--- src/rtl/irq_pkg.sv ---
package irq_pkg;
  typedef enum logic [1:0] {
    REG_ENABLE  = 2'd0,
    REG_FLAGCLR = 2'd1,
    REG_STATUS  = 2'd2,
    REG_UNUSED  = 2'd3
  } irq_reg_e;

  localparam int GIE_BIT = 7;
endpackage

--- src/rtl/irq_flag_bank.sv ---
module irq_flag_bank #(
  parameter int NUM_SRC = 20,
  parameter logic [NUM_SRC-1:0] AUTO_CLR = '0
) (
  input  logic               clk,
  input  logic               rst_n,
  input  logic [NUM_SRC-1:0] set_i,
  input  logic [NUM_SRC-1:0] sw_clr_i,
  input  logic               svc_i,
  input  logic [NUM_SRC-1:0] svc_onehot_i,
  output logic [NUM_SRC-1:0] flags_o
);
  logic [NUM_SRC-1:0] hw_clr;
  logic [NUM_SRC-1:0] flags_q;

  assign hw_clr  = svc_i ? (svc_onehot_i & AUTO_CLR) : '0;
  assign flags_o = flags_q;

  always_ff @(posedge clk) begin
    if (!rst_n) flags_q <= '0;
    else        flags_q <= (flags_q & ~sw_clr_i & ~hw_clr) | set_i;
  end


  set_wins_chk: assert property (@(posedge clk) disable iff (!rst_n)
    (set_i != '0) |=> ((flags_o & $past(set_i)) == $past(set_i)));
endmodule

--- src/rtl/irq_prio_pick.sv ---
module irq_prio_pick #(
  parameter int NUM_SRC = 20,
  localparam int IDX_W = (NUM_SRC > 1) ? $clog2(NUM_SRC) : 1
) (
  input  logic [NUM_SRC-1:0] req_i,
  output logic               any_o,
  output logic [IDX_W-1:0]   idx_o,
  output logic [NUM_SRC-1:0] onehot_o
);
  function automatic logic [IDX_W-1:0] lowest_set(input logic [NUM_SRC-1:0] r);
    logic [IDX_W-1:0] res;
    res = '0;
    for (int i = NUM_SRC - 1; i >= 0; i--)
      if (r[i]) res = IDX_W'(i);
    return res;
  endfunction

  assign any_o = |req_i;
  assign idx_o = lowest_set(req_i);

  always_comb begin
    onehot_o = '0;
    if (any_o) onehot_o[idx_o] = 1'b1;
  end
endmodule

--- src/rtl/irq_ctrl_regs.sv ---
module irq_ctrl_regs
  import irq_pkg::*;
#(
  parameter int NUM_SRC = 20,
  parameter int DATA_W  = 32
) (
  input  logic               clk,
  input  logic               rst_n,
  input  logic               wr_en_i,
  input  logic [1:0]         wr_addr_i,
  input  logic [DATA_W-1:0]  wr_data_i,
  input  logic               accept_i,
  input  logic               reti_i,
  output logic [NUM_SRC-1:0] enable_o,
  output logic [NUM_SRC-1:0] sw_clr_o,
  output logic               gie_o
);
  logic               wr_en_sel, wr_clr_sel, wr_sts_sel;
  logic [NUM_SRC-1:0] en_q;
  logic               gie_q;

  assign wr_en_sel  = wr_en_i && (irq_reg_e'(wr_addr_i) == REG_ENABLE);
  assign wr_clr_sel = wr_en_i && (irq_reg_e'(wr_addr_i) == REG_FLAGCLR);
  assign wr_sts_sel = wr_en_i && (irq_reg_e'(wr_addr_i) == REG_STATUS);

  assign sw_clr_o = wr_clr_sel ? wr_data_i[NUM_SRC-1:0] : '0;
  assign enable_o = en_q;
  assign gie_o    = gie_q;

  always_ff @(posedge clk) begin
    if (!rst_n) begin
      en_q  <= '0;
      gie_q <= 1'b0;
    end else begin
      if (wr_en_sel) en_q <= wr_data_i[NUM_SRC-1:0];
      if (accept_i)        gie_q <= 1'b0;
      else if (reti_i)     gie_q <= 1'b1;
      else if (wr_sts_sel) gie_q <= wr_data_i[GIE_BIT];
    end
  end


  reti_sets_gie_chk: assert property (@(posedge clk) disable iff (!rst_n)
    (reti_i && !accept_i) |=> gie_o);

  accept_drops_gie_chk: assert property (@(posedge clk) disable iff (!rst_n)
    accept_i |=> !gie_o);
endmodule

--- src/rtl/vec_irq_ctrl.sv ---
module vec_irq_ctrl #(
  parameter int NUM_SRC    = 20,
  parameter int DATA_W     = 32,
  parameter int ADDR_W     = 16,
  parameter int VEC_BASE   = 2,
  parameter int VEC_STRIDE = 2,
  parameter logic [NUM_SRC-1:0] AUTO_CLR = NUM_SRC'(256)
) (
  input  logic               clk,
  input  logic               rst_n,
  input  logic [NUM_SRC-1:0] flag_set_i,
  input  logic               boundary_i,
  input  logic               reti_i,
  input  logic               wr_en_i,
  input  logic [1:0]         wr_addr_i,
  input  logic [DATA_W-1:0]  wr_data_i,
  output logic               take_o,
  output logic [ADDR_W-1:0]  vector_o,
  output logic [NUM_SRC-1:0] pend_o,
  output logic [NUM_SRC-1:0] enable_o,
  output logic               gie_o
);
  localparam int IDX_W   = (NUM_SRC > 1) ? $clog2(NUM_SRC) : 1;
  localparam int VEC_TOP = VEC_BASE + VEC_STRIDE * (NUM_SRC - 1);

  function automatic logic [ADDR_W-1:0] slot_addr(input logic [IDX_W-1:0] idx);
    return ADDR_W'(VEC_BASE + VEC_STRIDE * int'(idx));
  endfunction

  logic [NUM_SRC-1:0] flags, en_mask, sw_clr, eligible, win_onehot;
  logic [IDX_W-1:0]   win_idx;
  logic               win_any, gie, accept;
  logic               take_q;
  logic [ADDR_W-1:0]  vec_q;

  assign eligible = gie ? (flags & en_mask) : '0;
  assign accept   = boundary_i && win_any;

  irq_ctrl_regs #(.NUM_SRC(NUM_SRC), .DATA_W(DATA_W)) u_regs (
    .clk(clk), .rst_n(rst_n),
    .wr_en_i(wr_en_i), .wr_addr_i(wr_addr_i), .wr_data_i(wr_data_i),
    .accept_i(accept), .reti_i(reti_i),
    .enable_o(en_mask), .sw_clr_o(sw_clr), .gie_o(gie)
  );

  irq_flag_bank #(.NUM_SRC(NUM_SRC), .AUTO_CLR(AUTO_CLR)) u_flags (
    .clk(clk), .rst_n(rst_n),
    .set_i(flag_set_i), .sw_clr_i(sw_clr),
    .svc_i(accept), .svc_onehot_i(win_onehot),
    .flags_o(flags)
  );

  irq_prio_pick #(.NUM_SRC(NUM_SRC)) u_pick (
    .req_i(eligible), .any_o(win_any), .idx_o(win_idx), .onehot_o(win_onehot)
  );

  always_ff @(posedge clk) begin
    if (!rst_n) begin
      take_q <= 1'b0;
      vec_q  <= '0;
    end else begin
      take_q <= accept;
      if (accept) vec_q <= slot_addr(win_idx);
    end
  end

  assign take_o   = take_q;
  assign vector_o = vec_q;
  assign pend_o   = flags;
  assign enable_o = en_mask;
  assign gie_o    = gie;


  gie_clear_on_take_chk: assert property (@(posedge clk) disable iff (!rst_n)
    take_o |-> !gie_o);

  take_single_chk: assert property (@(posedge clk) disable iff (!rst_n)
    take_o |=> !take_o);

  vector_range_chk: assert property (@(posedge clk) disable iff (!rst_n)
    take_o |-> (int'(vector_o) >= VEC_BASE && int'(vector_o) <= VEC_TOP));

  take_needs_boundary_chk: assert property (@(posedge clk) disable iff (!rst_n)
    take_o |-> $past(boundary_i));

  take_needs_enable_chk: assert property (@(posedge clk) disable iff (!rst_n)
    take_o |-> ($past(gie_o) && ($past(pend_o & enable_o) != '0)));

  winner_lowest_chk: assert property (@(posedge clk) disable iff (!rst_n)
    win_any |-> (eligible[win_idx] && ((eligible & ((NUM_SRC'(1) << win_idx) - NUM_SRC'(1))) == '0)));
endmodule

--- config.mk ---
export PLATFORM = sky130hd
export DESIGN_NAME = vec_irq_ctrl
export DESIGN_NICKNAME = d
export VERILOG_FILES = /design/src/rtl/irq_pkg.sv /design/src/rtl/irq_flag_bank.sv /design/src/rtl/irq_prio_pick.sv /design/src/rtl/irq_ctrl_regs.sv /design/src/rtl/vec_irq_ctrl.sv
export SDC_FILE = /design/constraint.sdc
export NUM_CORES = 1
export LEC_CHECK = 0
export BUFFER_PORTS_ARGS = -buffer_cell sky130_fd_sc_hd__buf_2
export CORE_MARGIN = 10
export CORE_UTILIZATION = 46
export CTS_BUF_LIST = sky130_fd_sc_hd__clkbuf_4 sky130_fd_sc_hd__clkbuf_8
export DETAILED_ROUTE_END_ITERATION = 12
export GPL_TIMING_DRIVEN = 0
export PLACE_DENSITY = 0.8
export SLEW_MARGIN = 25
export SYNTH_ARGS = -nofsm -noshare
export SYNTH_HDL_FRONTEND = slang
export SYNTH_SLANG_ARGS = --single-unit
--- constraint.sdc ---
create_clock -name clk -period 2.1 [get_ports clk]
set_input_delay 0.42 -clock clk [delete_from_list [all_inputs] [get_ports clk]]
set_output_delay 0.42 -clock clk [all_outputs]
set_load 0.01 [all_outputs]
# Word level (Yosys, flattened, before mapping)

Cells that the tools add are included.

Multiplexer cells: 28
Add/subtract/negate cells: 1
Order comparisons: 2
Shift operators: 0
Reductions and logical operators: 9
Divide/modulo/power cells: 0
Bitwise operators: 7
Multiply operators: 0
Equal/unequal tests: 2

Operators with widths:

| kind                                                                   | count |
|---|---|
| 5-bit two-way mux                                                      | 20 |
| 20-bit bitwise AND                                                     | 3 |
| 20-bit two-way mux                                                     | 2 |
| 20-bit inverter                                                        | 2 |
| 20-bit OR                                                              | 1 |
| 20-bit OR reduction                                                    | 1 |
| 9-bit two-way mux                                                      | 2 |
| 2-bit by 6-bit adder with 7-bit output (first input constant)          | 1 |
| 5-bit by 6-bit < comparator with 1-bit output (second input constant)  | 1 |
| 1-bit demux with 5-bit select                                          | 1 |
| 5-bit by 1-bit >= comparator with 1-bit output (second input constant) | 1 |
| 1-bit logical AND                                                      | 5 |
| 1-bit two-way mux                                                      | 3 |
| 2-bit by 1-bit == test with 1-bit output (second input constant)       | 1 |
| 2-bit == test (second input constant)                                  | 1 |
| 2-bit logical NOT                                                      | 1 |
| 2-bit nonzero test                                                     | 1 |
| 2-bit OR reduction                                                     | 1 |
| 1-bit inverter                                                         | 1 |

Memory bits (writable): 0
Output and inout bits: 58
Bits of input ports: 59
Register bits after elaboration: 58
Logic and storage cells: 54
Bits in read-only memories: 0
Bits in latches: 0
Memories kept: 0

# Logic depth before layout (Yosys ltp)

Gate-level depths: netlist of the first run.

Depth after elaboration: 31
Gate-level depth with buffers: 10
Depth with buffers taken out: 10

# Hierarchy

Synthesis of the first run repeated with hierarchy kept, for this count alone.

Cell total of the unflattened synthesis: 318
Area, all modules: 2578.7 µm²

By module, submodules not included:

| module        | seq. area each (µm²) | area an instance (µm²) | times used | cells each |
|---|---|---|---|---|
| irq_ctrl_regs | 420.4                | 957.2                  | 1          | 117 |
| irq_flag_bank | 400.4                | 700.7                  | 1          | 63 |
| vec_irq_ctrl  | 140.1                | 516.7                  | 1          | 62 |
| irq_prio_pick | 0.0                  | 404.1                  | 1          | 76 |

# Least setup slack after synthesis of the first run

Ideal clock, no wire load.

Path kind: register to register
Start point: register u_flags.flags_q[6], in the netlist u_flags.flags_o[6]
End point: register vec_q[2], in the netlist vector_o[2]
Data required time: 1.982 ns
Cell stages (with the launch flop): 9
Library setup time: 0.118 ns
Data arrival time: 1.800 ns
Period minus slack after synthesis: 1.918 ns
Slack: 0.182 ns
Buffers on the path: 0
Path through: dfxtp_1 a22o_1 a211o_1 o32a_1 a21oi_1 inv_1 ha_1 nand2_1 a21oi_1

Cells in the longest elaborated chain, start to end: 10
Elaborated cells between the ends (all ways): 12

Ends and longest elaborated chain:

| what                                   | RTL line            | source |
|---|---|---|
| start: declaration                     | irq_flag_bank.sv:14 | `logic [NUM_SRC-1:0] flags_q;` |
| start signal: assignment               | irq_flag_bank.sv:21 | `else flags_q <= (flags_q & ~sw_clr_i & ~hw_clr) \| set_i;` |
| 20-bit bitwise AND (*)                 | vec_irq_ctrl.sv:36  | `assign eligible = gie ? (flags & en_mask) : '0;` |
| 20-bit two-way mux (*)                 | vec_irq_ctrl.sv:36  |  |
| 5-bit two-way mux (7 in a row)         | irq_prio_pick.sv:14 | `if (r[i]) res = IDX_W'(i);` |
| 2-bit by 6-bit adder with 7-bit output | vec_irq_ctrl.sv:27  | `return ADDR_W'(VEC_BASE + VEC_STRIDE * int'(idx));` |
| end signal: assignment                 | vec_irq_ctrl.sv:63  | `if (accept) vec_q <= slot_addr(win_idx);` |
| end: declaration                       | vec_irq_ctrl.sv:34  | `logic [ADDR_W-1:0] vec_q;` |

Mark *: on every way between the ends. The rest lies on a longest branch, timed or not.
A chain may end at the register's enable or synchronous reset.

# Worst setup path after layout of the first run

Start point: register u_regs.en_q[6], in the netlist u_regs.enable_o[6]
End point: register u_flags.flags_q[8], in the netlist u_flags.flags_o[8]

Cells in the longest elaborated chain, start to end: 18
Elaborated cells between the ends (all ways): 21

Ends and longest elaborated chain:

| what                                                                                                                                         | RTL line            | source |
|---|---|---|
| start: declaration                                                                                                                           | irq_ctrl_regs.sv:19 | `logic [NUM_SRC-1:0] en_q;` |
| start signal: assignment                                                                                                                     | irq_ctrl_regs.sv:35 | `if (wr_en_sel) en_q <= wr_data_i[NUM_SRC-1:0];` |
| 20-bit bitwise AND (*)                                                                                                                       | vec_irq_ctrl.sv:36  |  |
| 20-bit two-way mux (*)                                                                                                                       | vec_irq_ctrl.sv:36  |  |
| 5-bit two-way mux (7 in a row)                                                                                                               | irq_prio_pick.sv:14 |  |
| 5-bit by 6-bit < comparator with 1-bit output (implied by the code) / 5-bit by 1-bit >= comparator with 1-bit output (equally long branches) | irq_prio_pick.sv:23 | `if (any_o) onehot_o[idx_o] = 1'b1;` |
| 1-bit logical AND (implied by the code)                                                                                                      | irq_prio_pick.sv:23 |  |
| 1-bit two-way mux (implied by the code)                                                                                                      | irq_prio_pick.sv:23 |  |
| 1-bit demux with 5-bit select                                                                                                                | --                  |  |
| 9-bit two-way mux                                                                                                                            | irq_prio_pick.sv:23 |  |
| 9-bit two-way mux (*)                                                                                                                        | irq_flag_bank.sv:16 | `assign hw_clr = svc_i ? (svc_onehot_i & AUTO_CLR) : '0;` |
| 20-bit inverter (*)                                                                                                                          | irq_flag_bank.sv:21 |  |
| 20-bit bitwise AND (*)                                                                                                                       | irq_flag_bank.sv:21 |  |
| 20-bit OR (*)                                                                                                                                | irq_flag_bank.sv:21 |  |

Marked as above.

==> flow_metrics.tcl, run 1 <==
set metrics [dict create \
    ys_ff_latch 48 \
    syn_avg_cell_area_sq_um 7.81 \
    numCtsBuffers 5 \
    drtAntennaViolNets 0 \
    netSwitchingPower_uw 518 \
    worstMarginPinSlew_ns 0.531 \
    hold_viol 0 \
    cts.sinks 48 \
    grtUsageTotal_pct 17.3 \
    cp.required_ns 2.28 \
    cts_hold_buf 0 \
    netlist_instances 280 \
    vias 2386 \
    antenna_found_initial 0 \
    drive_above_1_share_pct 33.0 \
    critPathMaxStageDelay_ns 0.38 \
    hold_start "flag_set_i[2]" \
    whs_path_depth 3 \
    cp_cell_sequence "nand2_2 -> a32o_2 -> a222oi_1 -> o32a_1 -> a21oi_2 -> inv_1 -> ha_1 -> nand4_1 -> a31oi_1 -> nor2_1" \
    cpLargestDelayFamily "compound AO/OA/AOI/OAI gates" \
    die_area_sq_um 7910 \
    combPwrFrac_pct 15.2 \
    netlist-cell-type-count 43 \
    root_buffer "clkbuf_8" \
    dp_hpwl_um 5520 \
    min_to "u_flags.flags_o[2]$_SDFF_PN0_" \
    holdCritPathClass "in2reg" \
    power_density_nw_per_um2 678 \
    synth_largest_type_area_fraction_pct 43.9 \
    fin_crit_sh_pct 98.8 \
    fp.coreArea_sq_um 4660 \
    slew_headroom_pct 64.6 \
    drv_slew 0 \
    htreeDepth 2 \
    synth_top_family_by_area "compound AO/OA/AOI/OAI gates" \
    synth_ff_type "dfxtp_1" \
    clk_pin_slew_worst_paths_ns 0.09 \
    fin_hold_ws_ns 0.316 \
    grt_setup_unrepaired "true" \
    period_minus_slack_ns 2.08 \
    run_status "complete, no violations" \
    die_x_um 89.0 \
    syn-cell-area_sq_um 2190 \
    fin_nets 454 \
    route.final.wire_length_um 7030 \
    switching_share_pct 26.2 \
    grt_max_degree 15 \
    synth-simple-area-share_pct 20.4 \
    drc_errors 0 \
    cpMaxStageDelayCell "a222oi_1" \
    io_pins 117 \
    crit_path_start_kind "register" \
    critical_path_class "reg2reg" \
    synth_compound_area_share_pct 27.0 \
    synth-edff-count 0 \
    via_per_inst 5.33 \
    grt_pass1_vias 2252 \
    seqPwrFrac_pct 51.1 \
    skew_ns 0.00854 \
    ys_warn_count 0 \
    clockBufferDepth 2 \
    chipHeight_um 89.0 \
    setup_violations 0 \
    regToRegSetupSlack_ns 0.02 \
    antenna_cells 0 \
    synthToLayoutAreaGrowth_pct 33.3 \
    synth_fa_ha_area_share_pct 1.14 \
    cp_num_buf_inv 1 \
    ys_seq_area_share_pct 43.9 \
    fmaxAchievable_mhz 482 \
    place.gp.congestion 0.925 \
    fin_ws_ns 0.0245 \
    rows 25 \
    muxShareOfSynthArea_pct 0.458 \
    routedWlPerCell_um 15.7 \
    p_leak_uw 0.00132 \
    synth_xor_area_share_pct 0.400 \
    ir_worst_vdd_v 0.000348 \
    crit_arrival_ns 2.26 \
    initial_utilization_pct 46.9 \
    r2r_end "u_flags.flags_o[8]$_SDFF_PN0_" \
    yosys.area.top_type "dfxtp_1" \
    end_kind "register" \
    worst_r2r_startpoint "u_regs.enable_o[6]$_SDFFE_PN0P_" \
    path_max_fanout 5 \
    cts_tree "yes" \
    post-place-ws_ns -0.116 \
    port_buffers 94 \
    clkPwrFrac_pct 33.7 \
    p_int_uw 1460 \
    reg2reg_depth 10 \
    async_reset_ff_share_pct 0 \
    grt_overflow_total 0 \
    drt_iter0_drc 164 \
    clk_latency_ns 0.30 \
    yosys-top-cells-area "dfxtp_1, nand2_1, a21oi_1" \
    firstDrtPassIters 4 \
    grt_pass1_wl_um 10800 \
    drv_cap 0 \
]
[flip-flops by register name (all words and copies together) (netlist names)]
signal	cells
vector_o	6
u_flags.flags_o	20
u_regs.enable_o	20
u_regs.gie_o	1
take_o	1
[cells in the mapped netlist (3+ instances only)]
library cell,n
a22oi_1,5
a21oi_1,46
inv_1,6
nor2_1,24
o21ai_0,3
nand2_1,74
o211ai_1,3
a22o_1,7
clkbuf_1,11
buf_4,10
dfxtp_1,48
a32o_1,3
[placed cells by master, fill, tap and decap left out, drive strengths merged, types with 3 or more instances in the layout]
cell      n
a22o      8
inv       7
conb     10
o211ai    3
nor2     24
buf     107
a32o      3
clkbuf   17
dfxtp    48
o21ai     5
a21oi    46
a22oi     5
nand2    74
[power by group through the flow]
stage	sequential, uW	clock (uW)	combinational [uW]
CTS	1010	676	299
global route	1020	713	337
floorplan	1040	0	138
finish	1010	666	301
global placement	1020	0	287
detailed placement	1030	0	292
[metrics by stage]
step	util, %	cells	setup TNS, ns	cell area (sq um)	power [uW]
after floorplan	-	289	0	2220	1180
after global placement	59.2	437	-0.247	2760	1310
after detailed placement	59.2	437	-0.216	2760	1320
after CTS	62.2	447	0	2900	1980
after global routing	62.6	448	-0.0941	2920	2070
final	62.6	448	0	2920	1980
[area by class of cell]
class	count	area [sq um]
inverter	7	26.3
tap	54	67.6
multi-input combinational	213	1130
clock inverter	2	35.0
fill	443	1750
sequential	48	966
buffer	21	118
timing repair buffer	97	493
clock buffer	6	76.3
[repair_timing]
| action | 4_1_cts | 5_1_grt |
|---|---|---|
| endpoints found under the setup margin | 4 | 4 |
| gates resized for setup | 6 | 5 |
| pin swaps | 3 | 0 |
| setup buffers | 2 | 1 |
[cell families (layout without fill, tap and decap cells)]
family          count (synthesis)  in the layout
mux                             1              1
simple gates                  109            109
xor+xnor                        1              1
compound gates                 90             90
buf+inv                        28            133
flops                          48             48
fa+ha+maj                       2              2
other cells                     1             10
[per-layer routing]
layer,global-route usage (%),wire (um),vias up
met5,0,0,-
met1,18.9,2740,1085
met3,7.47,752,8
li1,-,-,1188
met4,5.92,74,0
met2,29.3,3460,105
[tightest hold or removal path, delay by kind of cell]
kind / cells / cell delay, ns
simple gates: 1 / 0.06
compound gates: 1 / 0.03
buf+inv: 1 / 0.07
[worst max path at each step]
stage | end | cells after the start | start | slack [ns]
CTS | u_flags.flags_o[8]$_SDFF_PN0_ | 10 | u_regs.enable_o[6]$_SDFFE_PN0P_ | 0.02
floorplan | vector_o[2]$_SDFFE_PN0P_ | 8 | u_flags.flags_o[6]$_SDFF_PN0_ | 0.18
finish | u_flags.flags_o[8]$_SDFF_PN0_ | 10 | u_regs.enable_o[6]$_SDFFE_PN0P_ | 0.02
detailed placement | u_flags.flags_o[8]$_SDFF_PN0_ | 10 | u_flags.flags_o[6]$_SDFF_PN0_ | -0.12
global placement | u_flags.flags_o[8]$_SDFF_PN0_ | 10 | u_flags.flags_o[6]$_SDFF_PN0_ | -0.12
global route | u_flags.flags_o[8]$_SDFF_PN0_ | 10 | u_regs.enable_o[6]$_SDFFE_PN0P_ | -0.09
No activity file was read; power rests on OpenSTA's default activity.
==> inputs of run 2 (changes only) <==
--- a/config.mk
+++ b/config.mk
@@ -11,6 +11,7 @@
 export CTS_BUF_LIST = sky130_fd_sc_hd__clkbuf_4 sky130_fd_sc_hd__clkbuf_8
 export DETAILED_ROUTE_END_ITERATION = 12
 export GPL_TIMING_DRIVEN = 0
+export MAX_ROUTING_LAYER = met4
 export PLACE_DENSITY = 0.8
 export SLEW_MARGIN = 25
 export SYNTH_ARGS = -nofsm -noshare
==> run 2 against run 1 <==
Clock skew is 0.0015 ns higher. Maximum frequency rose by 0.11%. Die area unchanged. Global-route usage up 0.48 points. Highest routed layer unchanged. Worst hold slack worse by 0.0014 ns. Cell count is the same. Flip-flop and latch count stayed put. Sequential power about the same. First-iteration DRC count decreased by 3.0%.
==> flow_metrics.tcl, run 2 (synthesis results as in run 1) <==
set metrics [dict create \
    firstDrtPassIters 4 \
    slew_headroom_pct 64.6 \
    dp_cells 437 \
    chipHeight_um 89.0 \
    antenna_found_initial 0 \
    critPathMaxStageDelay_ns 0.38 \
    cts_tree "yes" \
    fp.coreArea_sq_um 4660 \
    cp.required_ns 2.29 \
    finish.utilization_pct 62.6 \
    clk_pin_slew_worst_paths_ns 0.09 \
    place.gp.congestion 0.942 \
    grtUsageMet1_pct 20.0 \
    ir_worst_vdd_v 0.000348 \
    layout.cells.non_filler 448 \
    grt_setup_unrepaired "true" \
    final_cell_mix "buf_2, nand2_1, a21oi_1, dfxtp_1, nor2_1" \
    p_leak_uw 0.00132 \
    multiInputGateArea_sq_um 1130 \
    antenna_cells 0 \
    drtAntennaViolNets 0 \
    die_area_sq_um 7910 \
    grt_pass1_vias 2265 \
    dp_hpwl_um 5520 \
    crit_arrival_ns 2.26 \
    vias 2385 \
    run_status "complete, no violations" \
    via_per_inst 5.32 \
    path_max_fanout 5 \
    critical_path_class "reg2reg" \
    period_minus_slack_ns 2.07 \
    nFillCells 443 \
    port_buffers 94 \
    power_uw 1980 \
    setup_violations 0 \
    cpMaxStageDelayCell "a222oi_1" \
    synthToLayoutAreaGrowth_pct 33.3 \
    cpLargestDelayFamily "compound AO/OA/AOI/OAI gates" \
    rows 25 \
    fmaxAchievable_mhz 482 \
    met3_usage_pct 5.83 \
    die_x_um 89.0 \
    grt_pass1_wl_um 10700 \
    end_kind "register" \
    hold_viol 0 \
    routedWlPerCell_um 15.7 \
    final_common_cell "buf_2" \
    drv_cap 0 \
    place_area_sq_um 2760 \
    cp_num_buf_inv 1 \
    root_buffer "clkbuf_8" \
    fin_nets 454 \
    crit_path_start_kind "register" \
    numCtsBuffers 5 \
    drv_slew 0 \
    drive_above_1_share_pct 33.0 \
    power_density_nw_per_um2 678 \
    grtUsageTotal_pct 17.8 \
    clockBufferDepth 2 \
    finalInstanceArea_sq_um 2920 \
    worstMarginPinSlew_ns 0.531 \
    cts.sinks 48 \
    clk_latency_ns 0.30 \
    drt_iter0_drc 159 \
    drc_errors 0 \
    route.final.wire_length_um 7010 \
    grt_busiest_layer "met2" \
    skew_ns 0.0100 \
    grt_overflow_total 0 \
    io_pins 117 \
    initial_utilization_pct 46.9 \
    cts_hold_buf 0 \
    use_met2_pct 29.1 \
    fin_crit_sh_pct 98.7 \
    register_area_sq_um 966 \
    grt_max_degree 15 \
    holdCritPathClass "in2reg" \
    htreeDepth 2 \
    cp_cell_sequence "nand2_2 -> a32o_2 -> a222oi_1 -> o32a_1 -> a21oi_2 -> inv_1 -> ha_1 -> nand4_1 -> a31oi_1 -> nor2_1" \
    setup_tns_ns 0 \
]
[run 2: cell counts in the layout (fill, tap and decap cells not counted)]
No cell type changed its count.
[run 2: layer usage]
metal  up-vias  routed length, um
met4         0                 74
met2        99               3460
met5         -                  0
met3         8                616
met1      1089               2860
li1       1189                  -
[run 2: metrics by stage]
step	worst slack, ns	hold slack (ns)
final	0.0268	0.315
after global routing	-0.0920	0.326
after CTS	0.0189	0.314
after detailed placement	-0.116	0.447
after global placement	-0.124	0.439
after floorplan	0.182	0.476
[run 2: power by group]
| group | internal (uW) | total [uW] | switching (uW) | leakage, uW |
|---|---|---|---|---|
| clock network | 366 | 667 | 301 | 0.0000586 |
| logic | 134 | 301 | 167 | 0.000864 |
| registers | 958 | 1010 | 51.9 | 0.000396 |
[run 2: path summary, 6_finish.rpt]
| kind | from | end | slack (ns) | depth (start not counted) |
|---|---|---|---|---|
| max reg2reg | u_regs.enable_o[6]$_SDFFE_PN0P_ | u_flags.flags_o[8]$_SDFF_PN0_ | 0.03 | 10 |
| min | flag_set_i[16] | u_flags.flags_o[16]$_SDFF_PN0_ | 0.32 | 3 |
| min reg2reg | vector_o[2]$_SDFFE_PN0P_ | vector_o[2]$_SDFFE_PN0P_ | 0.45 | 2 |
| max | u_regs.enable_o[6]$_SDFFE_PN0P_ | u_flags.flags_o[8]$_SDFF_PN0_ | 0.03 | 10 |
[run 2: tightest hold or removal path, cell delays in order]
cell	delay (ns)
buf_2	0.07
a21oi_1	0.03
nor2_1	0.07
[run 2: timing repair]
action	4_1_cts	5_1_grt
gates resized for setup	6	5
setup endpoints to repair	4	4
buffers inserted	2	1
pin swaps	3	0
[run 2: cell type report]
class | count | area share [%]
Clock buffer | 6 | 2.62
Inverter | 7 | 0.901
Buffer | 21 | 4.03
Sequential cell | 48 | 33.1
Clock inverter | 2 | 1.20
Multi-Input combinational cell | 213 | 38.9
Timing Repair Buffer | 97 | 16.9
Tap cell | 54 | 2.32
